[src/rtl/uart_fi_pkg.sv]
package uart_fi_pkg;

  typedef enum logic [3:0] {
    IID_NONE = 4'b0001,
    IID_THRE = 4'b0010,
    IID_RXD  = 4'b0100,
    IID_CTO  = 4'b1100
  } iid_e;

  // receive interrupt level in bytes for a trigger select and mode
  function automatic logic [7:0] rx_level(input logic [1:0] sel, input logic fifo_on);
    logic [7:0] lv;
    if (!fifo_on) lv = 8'd1;
    else begin
      case (sel)
        2'b00:   lv = 8'd1;
        2'b01:   lv = 8'd4;
        2'b10:   lv = 8'd8;
        default: lv = 8'd14;
      endcase
    end
    return lv;
  endfunction

  // priority pick of the reported cause
  function automatic iid_e iid_pick(input logic rx_hit, input logic cto, input logic thre);
    iid_e c;
    if (rx_hit)    c = IID_RXD;
    else if (cto)  c = IID_CTO;
    else if (thre) c = IID_THRE;
    else           c = IID_NONE;
    return c;
  endfunction

endpackage

[src/rtl/uart_fi_fifo.sv]
module uart_fi_fifo #(
  parameter int DW    = 8,
  parameter int DEPTH = 16,
  localparam int AW   = $clog2(DEPTH),
  localparam int CW   = $clog2(DEPTH + 1)
) (
  input  logic          clk,
  input  logic          rst_n,
  input  logic          flush,
  input  logic          single,
  input  logic          push,
  input  logic [DW-1:0] push_data,
  input  logic          pop,
  output logic [DW-1:0] head,
  output logic [CW-1:0] count,
  output logic          push_ok,
  output logic          pop_ok,
  output logic          full,
  output logic          empty
);

  logic [DW-1:0] mem [DEPTH];
  logic [AW-1:0] wr_ptr, rd_ptr;
  logic [CW-1:0] cap;

  function automatic logic [AW-1:0] ptr_next(input logic [AW-1:0] p);
    return (p == AW'(DEPTH - 1)) ? '0 : p + 1'b1;
  endfunction

  assign cap     = single ? CW'(1) : CW'(DEPTH);
  assign full    = (count >= cap);
  assign empty   = (count == '0);
  assign pop_ok  = pop && !empty && !flush;
  assign push_ok = push && (!full || pop_ok) && !flush;
  assign head    = mem[rd_ptr];

  always_ff @(posedge clk) begin
    if (push_ok) mem[wr_ptr] <= push_data;
  end

  always_ff @(posedge clk or negedge rst_n) begin
    if (!rst_n) begin
      wr_ptr <= '0;
      rd_ptr <= '0;
      count  <= '0;
    end else if (flush) begin
      wr_ptr <= '0;
      rd_ptr <= '0;
      count  <= '0;
    end else begin
      if (push_ok) wr_ptr <= ptr_next(wr_ptr);
      if (pop_ok)  rd_ptr <= ptr_next(rd_ptr);
      case ({push_ok, pop_ok})
        2'b10:   count <= count + 1'b1;
        2'b01:   count <= count - 1'b1;
        default: count <= count;
      endcase
    end
  end


  cap_bound_chk: assert property (@(posedge clk) disable iff (!rst_n) count <= cap);


  flush_empties_chk: assert property (@(posedge clk) disable iff (!rst_n) flush |=> count == '0);


  full_drop_chk: assert property (@(posedge clk) disable iff (!rst_n)
    (push && full && !pop && !flush) |=> $stable(count));

endmodule

[src/rtl/uart_fi_timeout.sv]
module uart_fi_timeout #(
  parameter int TICKS = 4,
  localparam int TW   = $clog2(TICKS + 1)
) (
  input  logic clk,
  input  logic rst_n,
  input  logic arm,
  input  logic activity,
  input  logic tick,
  output logic expired
);

  logic [TW-1:0] cnt;

  always_ff @(posedge clk or negedge rst_n) begin
    if (!rst_n)                   cnt <= '0;
    else if (!arm || activity)    cnt <= '0;
    else if (tick && cnt != TW'(TICKS)) cnt <= cnt + 1'b1;
  end

  assign expired = arm && (cnt == TW'(TICKS));


  cto_needs_tick_chk: assert property (@(posedge clk) disable iff (!rst_n)
    $rose(expired) |-> $past(tick));


  cto_count_cap_chk: assert property (@(posedge clk) disable iff (!rst_n) cnt <= TW'(TICKS));

endmodule

[src/rtl/uart_fi_iir.sv]
module uart_fi_iir
  import uart_fi_pkg::*;
(
  input  logic       clk,
  input  logic       rst_n,
  input  logic       fifo_en,
  input  logic       rx_hit,
  input  logic       cto,
  input  logic       tx_drained,
  input  logic       tx_push_ok,
  input  logic       iir_rd,
  input  logic       ie_rx,
  input  logic       ie_tx,
  output logic [7:0] iir,
  output logic       irq,
  output logic       thre_pend
);

  iid_e code;

  assign code = iid_pick(rx_hit && ie_rx, cto && ie_rx, thre_pend && ie_tx);
  assign iir  = {fifo_en, fifo_en, 2'b00, code};
  assign irq  = (code != IID_NONE);

  always_ff @(posedge clk or negedge rst_n) begin
    if (!rst_n)                          thre_pend <= 1'b0;
    else if (tx_drained)                 thre_pend <= 1'b1;
    else if (tx_push_ok)                 thre_pend <= 1'b0;
    else if (iir_rd && code == IID_THRE) thre_pend <= 1'b0;
  end


  thre_read_clear_chk: assert property (@(posedge clk) disable iff (!rst_n)
    (iir_rd && iir[3:0] == 4'b0010 && !tx_drained) |=> !thre_pend);


  masked_quiet_chk: assert property (@(posedge clk) disable iff (!rst_n)
    (!ie_rx && !ie_tx) |-> !irq);

endmodule

[src/rtl/uart_fifo_intc.sv]
module uart_fifo_intc
  import uart_fi_pkg::*;
#(
  parameter int DEPTH    = 16,
  parameter int TO_TICKS = 4,
  localparam int CW      = $clog2(DEPTH + 1)
) (
  input  logic       clk,
  input  logic       rst_n,
  input  logic       fcr_wr,
  input  logic [7:0] fcr_wdata,
  input  logic       iir_rd,
  output logic [7:0] iir_rdata,
  input  logic       ie_rx,
  input  logic       ie_tx,
  output logic       irq,
  input  logic       rx_push,
  input  logic [7:0] rx_push_data,
  output logic       rx_overrun,
  input  logic       rx_pop,
  output logic [7:0] rx_pop_data,
  output logic       rx_empty,
  input  logic       tx_push,
  input  logic [7:0] tx_push_data,
  output logic       tx_full,
  input  logic       tx_pop,
  output logic [7:0] tx_pop_data,
  output logic       tx_empty,
  input  logic       char_tick
);

  logic          fifo_en;
  logic [1:0]    trig_sel;
  logic          fcr_take, mode_chg, rx_flush, tx_flush;
  logic          unused_fcr_bits;
  logic [CW-1:0] rx_count, tx_count;
  logic          rx_push_ok, rx_pop_ok, rx_full;
  logic          tx_push_ok, tx_pop_ok;
  logic          rx_hit, cto, tx_drained, thre_pend;

  // control write decode
  assign fcr_take        = fcr_wr && fcr_wdata[0];
  assign mode_chg        = fcr_wr && (fcr_wdata[0] != fifo_en);
  assign rx_flush        = mode_chg || (fcr_take && fcr_wdata[1]);
  assign tx_flush        = mode_chg || (fcr_take && fcr_wdata[2]);
  assign unused_fcr_bits = ^fcr_wdata[5:3];

  always_ff @(posedge clk or negedge rst_n) begin
    if (!rst_n) begin
      fifo_en  <= 1'b0;
      trig_sel <= 2'b00;
    end else if (fcr_wr) begin
      fifo_en <= fcr_wdata[0];
      if (fcr_take) trig_sel <= fcr_wdata[7:6];
    end
  end

  uart_fi_fifo #(.DW(8), .DEPTH(DEPTH)) u_rxq (
    .clk(clk), .rst_n(rst_n), .flush(rx_flush), .single(!fifo_en),
    .push(rx_push), .push_data(rx_push_data), .pop(rx_pop),
    .head(rx_pop_data), .count(rx_count), .push_ok(rx_push_ok),
    .pop_ok(rx_pop_ok), .full(rx_full), .empty(rx_empty)
  );

  uart_fi_fifo #(.DW(8), .DEPTH(DEPTH)) u_txq (
    .clk(clk), .rst_n(rst_n), .flush(tx_flush), .single(!fifo_en),
    .push(tx_push), .push_data(tx_push_data), .pop(tx_pop),
    .head(tx_pop_data), .count(tx_count), .push_ok(tx_push_ok),
    .pop_ok(tx_pop_ok), .full(tx_full), .empty(tx_empty)
  );

  assign rx_overrun = rx_push && rx_full && !rx_pop_ok && !rx_flush;
  assign rx_hit     = (8'(rx_count) >= rx_level(trig_sel, fifo_en));
  assign tx_drained = (tx_pop_ok && !tx_push_ok && tx_count == CW'(1)) ||
                      (tx_flush && !tx_empty);

  uart_fi_timeout #(.TICKS(TO_TICKS)) u_cto (
    .clk(clk), .rst_n(rst_n), .arm(fifo_en && !rx_empty),
    .activity(rx_push_ok || rx_pop_ok || rx_flush),
    .tick(char_tick), .expired(cto)
  );

  uart_fi_iir u_iir (
    .clk(clk), .rst_n(rst_n), .fifo_en(fifo_en), .rx_hit(rx_hit), .cto(cto),
    .tx_drained(tx_drained), .tx_push_ok(tx_push_ok), .iir_rd(iir_rd),
    .ie_rx(ie_rx), .ie_tx(ie_tx), .iir(iir_rdata), .irq(irq), .thre_pend(thre_pend)
  );


  overrun_keeps_fill_chk: assert property (@(posedge clk) disable iff (!rst_n)
    rx_overrun |=> rx_count == $past(rx_count));


  cto_state_chk: assert property (@(posedge clk) disable iff (!rst_n)
    iir_rdata[3] |-> (iir_rdata[2] && fifo_en && !rx_empty));


  thre_on_empty_chk: assert property (@(posedge clk) disable iff (!rst_n)
    $rose(thre_pend) |-> tx_empty);


  single_byte_level_chk: assert property (@(posedge clk) disable iff (!rst_n)
    (ie_rx && !fifo_en && !rx_empty) |-> iir_rdata[3:0] == 4'b0100);


  mode_flush_chk: assert property (@(posedge clk) disable iff (!rst_n)
    mode_chg |=> (rx_empty && tx_empty));

endmodule

[config.mk]
export PLATFORM = sky130hd
export DESIGN_NAME = uart_fifo_intc
export DESIGN_NICKNAME = d
export VERILOG_FILES = /design/src/rtl/uart_fi_pkg.sv /design/src/rtl/uart_fi_fifo.sv /design/src/rtl/uart_fi_timeout.sv /design/src/rtl/uart_fi_iir.sv /design/src/rtl/uart_fifo_intc.sv
export SDC_FILE = /design/constraint.sdc
export NUM_CORES = 1
export LEC_CHECK = 0
export BUFFER_PORTS_ARGS = -buffer_cell sky130_fd_sc_hd__buf_2
export CAP_MARGIN = 15
export CORE_ASPECT_RATIO = 1.2
export CORE_MARGIN = 2
export CORE_UTILIZATION = 55
export CTS_BUF_LIST = sky130_fd_sc_hd__clkbuf_4 sky130_fd_sc_hd__clkbuf_8
export DETAILED_ROUTE_END_ITERATION = 16
export PLACE_DENSITY = 0.76
export SLEW_MARGIN = 10
export SYNTH_ARGS = -nofsm -noshare
export SYNTH_HDL_FRONTEND = slang
export SYNTH_SLANG_ARGS = --single-unit
[constraint.sdc]
create_clock -name clk -period 2.8 [get_ports clk]
set_input_delay 0.56 -clock clk [delete_from_list [all_inputs] [get_ports clk]]
set_output_delay 0.56 -clock clk [all_outputs]
set_load 0.005 [all_outputs]
After elaboration in Yosys (flattened, before gate mapping)
Memory sizes are Yosys's and may differ from the RTL's. Cells that the tools add are included.

Reduce and logical (&&, ||, !) cells: 54. Multiplexer cells: 31. Bitwise logic cells: 0. Div/mod/pow operators: 0. Equality and inequality tests: 16. Magnitude comparators: 3. Add/sub/neg operators: 9. Multipliers: 0. Shift operators: 0.

Operators by type and width (number): $mux 4 (15); $logic_and 1x1->1 (25); $pmux 5 s2 (2); $add 4x1->4 const B (4); $eq 4x4->1 const B (4); $mux 5 (3); $pmux 4 s3 (1); $add 5x1->5 const B (2); $ge 5x5->1 (2); $logic_not 5->1 (2); $reduce_bool 2->1 (5); $sub 5x1->5 const B (2); $logic_not 1->1 (9); $reduce_bool 3->1 (3); $ge 5x8->1 (1); $logic_or 1x1->1 (8); $mux 1 (7); $eq 2x1->1 const B (3); $eq 2x2->1 const B (3); $mux 3 (2); $eq 5x1->1 const B (1); $eq 4x2->1 const B (1); $ne 4x1->1 const B (1); $add 3x1->3 const B (1); other kinds (6) (6).

Bits in writable memories: 256. Latch bits: 0. Register bits after elaboration: 33. Output and inout bits: 29. Memories kept: 2. ROM bits: 0. Input port bits: 35. Logic and storage cells: 125.

Memories: u_rxq.mem (words 16, bits a word 8, read ports 1, clocked after Yosys merged registers in 0, write ports 1, RTL line uart_fi_fifo.sv:22) `logic [DW-1:0] mem [DEPTH];`; u_txq.mem (words 16, bits a word 8, read ports 1, clocked after Yosys merged registers in 0, write ports 1, RTL line uart_fi_fifo.sv:22).

Depth between registers and ports, before layout
Depth in word-level cells: 13. Gate-level depth with buffers: 11. Mapped depth without buffers: 11.

Cells and area by module
From an unflattened synthesis, not the netlist that was laid out.

Cell total of the unflattened synthesis: 780. Area, all modules: 12519.5 sq um.

By module, submodules not included: uart_fi_fifo (cells each 355, area each 5960.7 sq um, times used 2, seq. area each 4169.0 sq um); uart_fifo_intc (cells each 36, area each 297.8 sq um, times used 1, seq. area each 75.1 sq um); uart_fi_timeout (cells each 18, area each 177.7 sq um, times used 1, seq. area each 75.1 sq um); uart_fi_iir (cells each 16, area each 122.6 sq um, times used 1, seq. area each 25.0 sq um).

Worst setup path before layout
Ideal clock, no wire load.

Path type: reg-to-reg. Start: register fifo_en. End: memory u_txq.mem[3][0] (enable). Slack: -0.225 ns. Path buffers: 2. Cell stages (with the launch flop): 10. Arrival time: 2.641 ns. Data required time: 2.417 ns. Period minus slack after synthesis: 3.025 ns. Library setup time: 0.383 ns. Path through: dfrtp_1 clkbuf_1 inv_1 ha_1 or4b_4 o21ai_2 a22o_4 buf_8 nand3_2 nor3_1.

Word-level cells in the longest chain between the ends: 10. Elaborated cells between the ends (all ways): 13. Classes of those cells: 1 x order compare; 1 x eq/ne; 3 x mux; 8 x reduce/logical.

Ends and longest elaborated chain: start, declared (RTL line uart_fifo_intc.sv:32) `logic fifo_en;`; start signal, assigned (RTL line uart_fifo_intc.sv:53) `fifo_en <= fcr_wdata[0];`; branches (longest 7 deep; another with $ge 5x5->1); $logic_and 1x1->1 * (RTL line uart_fi_fifo.sv:34) `assign push_ok = push && (!full || pop_ok) && !flush;`; $mux 1 * (RTL line uart_fi_fifo.sv:38) `if (push_ok) mem[wr_ptr] <= push_data;`; $mux 1 (implied by the code) * (RTL line uart_fi_fifo.sv:38); end, declared (RTL line uart_fi_fifo.sv:22).

Every way passes the cells marked *.

Worst setup path in the final report
Start: register fifo_en. End: output port tx_full.

Word-level cells in the longest chain between the ends: 2.

Ends and longest elaborated chain: $mux 5 (RTL line uart_fi_fifo.sv:30) `assign cap = single ? CW'(1) : CW'(DEPTH);`; $ge 5x5->1 (RTL line uart_fi_fifo.sv:31) `assign full = (count >= cap);`; end, declared (RTL line uart_fifo_intc.sv:25) `output logic tx_full,`.

Every way passes these cells.

==> results.yml <==
placement:
  gp_congestion: 0.835
  dp.cells: 1143
  dpl.hpwl_mm: 16.6
  io_buffers: 58
  pre_cts_ws_ns: 0.151
timing:
  worstMarginPinSlew_ns: 0.778
  setup_ws_ns: -0.0988
  fmax_mhz: 345
  rsz0062_at_grt: "true"
  maxSlewHeadroom_pct: 48.1
  finalClockSkew_ns: 0.0296
  setup_violations: 9
  finalMaxSlewViolations: 0
  layout_min_cycle_time_ns: 2.90
  hold_viol_final: 0
  period_share_pct: 104
routing:
  drc: 0
  firstDrtPassIters: 7
  wl_per_cell_um: 21.2
  wl_mm: 26.5
  ant_nets: 0
  drtIter0Drc: 460
  via_per_inst: 5.90
  vias: 7382
finish:
  insertedDiodeCount: 0
  drive_gt1_share_pct: 37.2
  n_fill_cell: 1461
  area.sequential_um2: 8520
  layout.nets: 1004
  area_growth_pct: 20.1
  multiInputGateArea_um2: 4200
  fin_cells: 1251
global_routing:
  first_global_vias: 7500
  overflow: 0
  antenna_found_initial: 0
  grt_pass1_wl_mm: 39.9
  grt_max_degree: 34
  gr-usage-all-layers_pct: 21.8
synth:
  synth_seq_area_share_pct: 67.8
  synth_ff_type: "edfxtp_1"
  synthDistinctLibCells: 67
  syn_area_um2: 12500
  yosys.area.top_type: "edfxtp_1"
  synth.area.top_cells: "edfxtp_1 61%, dfrtp_1 6.6%, mux4_2 5.7%"
  ys_warn_count: 0
  synth_common_cells: "256 x edfxtp_1, 53 x mux2i_1, 48 x nand2_1"
  synth-edff-count: 256
  syn_inst: 798
  netlist.area_leader.share_pct: 61.3
  ys_seq_elements: 289
  avgSynthCellArea_um2: 15.7
  synth_most_common_cell: "edfxtp_1"
  ys_async_sr_fraction_pct: 11.4
clock_tree:
  clock_path_buffers: 3
  numCtsBuffers: 43
  htreeDepth: 2
  cts_tree: "built"
  clock_latency_ns: 0.56
  cts-root-buf: "clkbuf_8"
  cts.sinks: 289
  path_clk_slew_ns: 0.06
floorplan:
  initial_core_util_pct: 55.9
  die_w_um: 142
  fp.dieH_um: 169
  die-area_um2: 24000
  core_um2: 22400
  pin_count: 64
  rows: 60
run_status:
  status: "complete, but fails checks"
  violations: "setup timing"
hold_path:
  holdCritPathClass: "in -> async"
power_and_ir_drop:
  power_frac_comb_pct: 34.3
  swShare_pct: 30.7
  peakVddDrop_mv: 0.594
  p_switching_uw: 4010
  internal_power_uw: 9040
  power.density_nw_per_um2: 866
  seq_power_share_pct: 40.5
  total_power_uw: 13100
  clock_power_share_pct: 25.2
  leakage_uw: 0.00536
run:
  drv_cap: 0
critical_path:
  start_kind: "flip-flop"
  arrival_ns: 2.34
  r2r_start: "fifo_en$_DFFE_PN0P_"
  rrSetupSlack_ns: 0.04
  worstRegToRegCells: 9
  rr_endpoint: "u_rxq.mem[3][6]$_DFFE_PP_"
  worstSetupPathType: "reg -> out"
  end_kind: "output port"
  required_ns: 2.24
  cp_max_fo: 2
## timing repair
item / CTS / global route
cloned: 3 / 1
hold endpoints to repair: 0 / 0
gates resized for setup: 47 / 103
pin swaps: 19 / 39
hold buffers: 0 / 0
setup endpoints to repair: 20 / 87
buffers inserted: 18 / 13
## state kept, by name (all words and copies together), names as in the netlist
signal           count
fifo_en              1
trig_sel             2
u_cto.cnt            3
u_iir.thre_pend      1
u_rxq.count          5
u_rxq.mem          128
u_rxq.rd_ptr         4
u_rxq.wr_ptr         4
u_txq.count          5
u_txq.mem          128
u_txq.rd_ptr         4
u_txq.wr_ptr         4
## metrics by stage
step | hold WS, ns | instance area [um^2] | TNS [ns] | util [%]
floorplan | 0.264 | 12600 | -0.694 | -
finish | 0.0676 | 15100 | -0.287 | 67.1
global route | 0.123 | 15100 | -2.60 | 67.1
global placement | 0.542 | 13400 | 0 | 59.8
detailed placement | 0.549 | 13400 | 0 | 59.8
CTS | 0.0969 | 14600 | -0.669 | 65.2
## kinds of logic after synthesis
kind of cell             Yosys count  share of synthesized area [%]
AO/OA/AOI/OAI                    149                           7.88
XOR/XNOR                           6                          0.419
adder cells (fa/ha/maj)           28                           2.85
buffers and inverters             56                           2.14
flip-flops                       289                           67.8
multiplexers                     103                           11.6
other                              1                         0.0299
AND/OR/NAND/NOR                  166                           7.26
## routing by layer
layer  vias to the layer above  global-route usage [%]  share of wire, %
li1                       3426                       -                 -
met1                      3712                    25.3                38
met2                       185                    39.8                55
met3                        59                    3.75               4.1
met4                         0                    9.26               3.1
met5                         -                       0                 0
## area by class of cell
cell class / count / share of cell area (%)
clock buffer: 62 / 4.96
clock inverter: 14 / 0.589
inverter: 16 / 0.399
multi-input combinational: 454 / 27.8
sequential: 289 / 56.6
tap: 279 / 2.32
timing repair buffer: 137 / 7.34
## how the worst max path moves through the flow
stage                        start                    endpoint  slack, ns  depth (start not counted)
6_report       fifo_en$_DFFE_PN0P_                     tx_full       -0.1                          7
5_1_grt        fifo_en$_DFFE_PN0P_                         irq      -0.16                          9
4_1_cts        fifo_en$_DFFE_PN0P_                     tx_full      -0.16                          7
3_5_place_dp   fifo_en$_DFFE_PN0P_   u_rxq.mem[1][3]$_DFFE_PP_       0.15                          8
3_3_place_gp   fifo_en$_DFFE_PN0P_   u_rxq.mem[1][6]$_DFFE_PP_       0.16                          8
2_1_floorplan  fifo_en$_DFFE_PN0P_  u_txq.mem[11][0]$_DFFE_PP_      -0.01                          9
## power by group through the flow
stage          Sequential (uW)  Clock (uW)  Combinational, uW
2_1_floorplan             5240           0               2490
3_3_place_gp              5370           0               3430
3_5_place_dp              5390           0               3490
4_1_cts                   5280        3350               3990
5_1_grt                   5310        3540               4810
6_report                  5290        3290               4480
## cells in the final DEF (no fill, tap or decap), types with 12 or more instances in the layout
cell,netlist,routed
mux4_2,32,32
o21ai_1,1,23
inv_1,16,14
nand2_1,48,48
mux2_2,18,15
buf_2,11,58
edfxtp_1,256,256
ha_1,27,25
dfrtp_1,33,27
a221oi_2,0,14
a22oi_2,0,12
buf_4,5,55
nor3_1,18,16
mux2i_1,53,43
a21oi_1,35,24
nor2_1,31,30
clkbuf_4,0,17
clkbuf_8,0,45
## critical path, cell delays in order (launching register included)
cell and delay [ns]:
dfrtp_1 0.39, inv_2 0.07, buf_6 0.10, ha_4 0.18
or4b_4 0.51, o21ai_4 0.15, or2b_1 0.26, buf_2 0.13
Note: power is estimated with default switching activity, not from simulation.
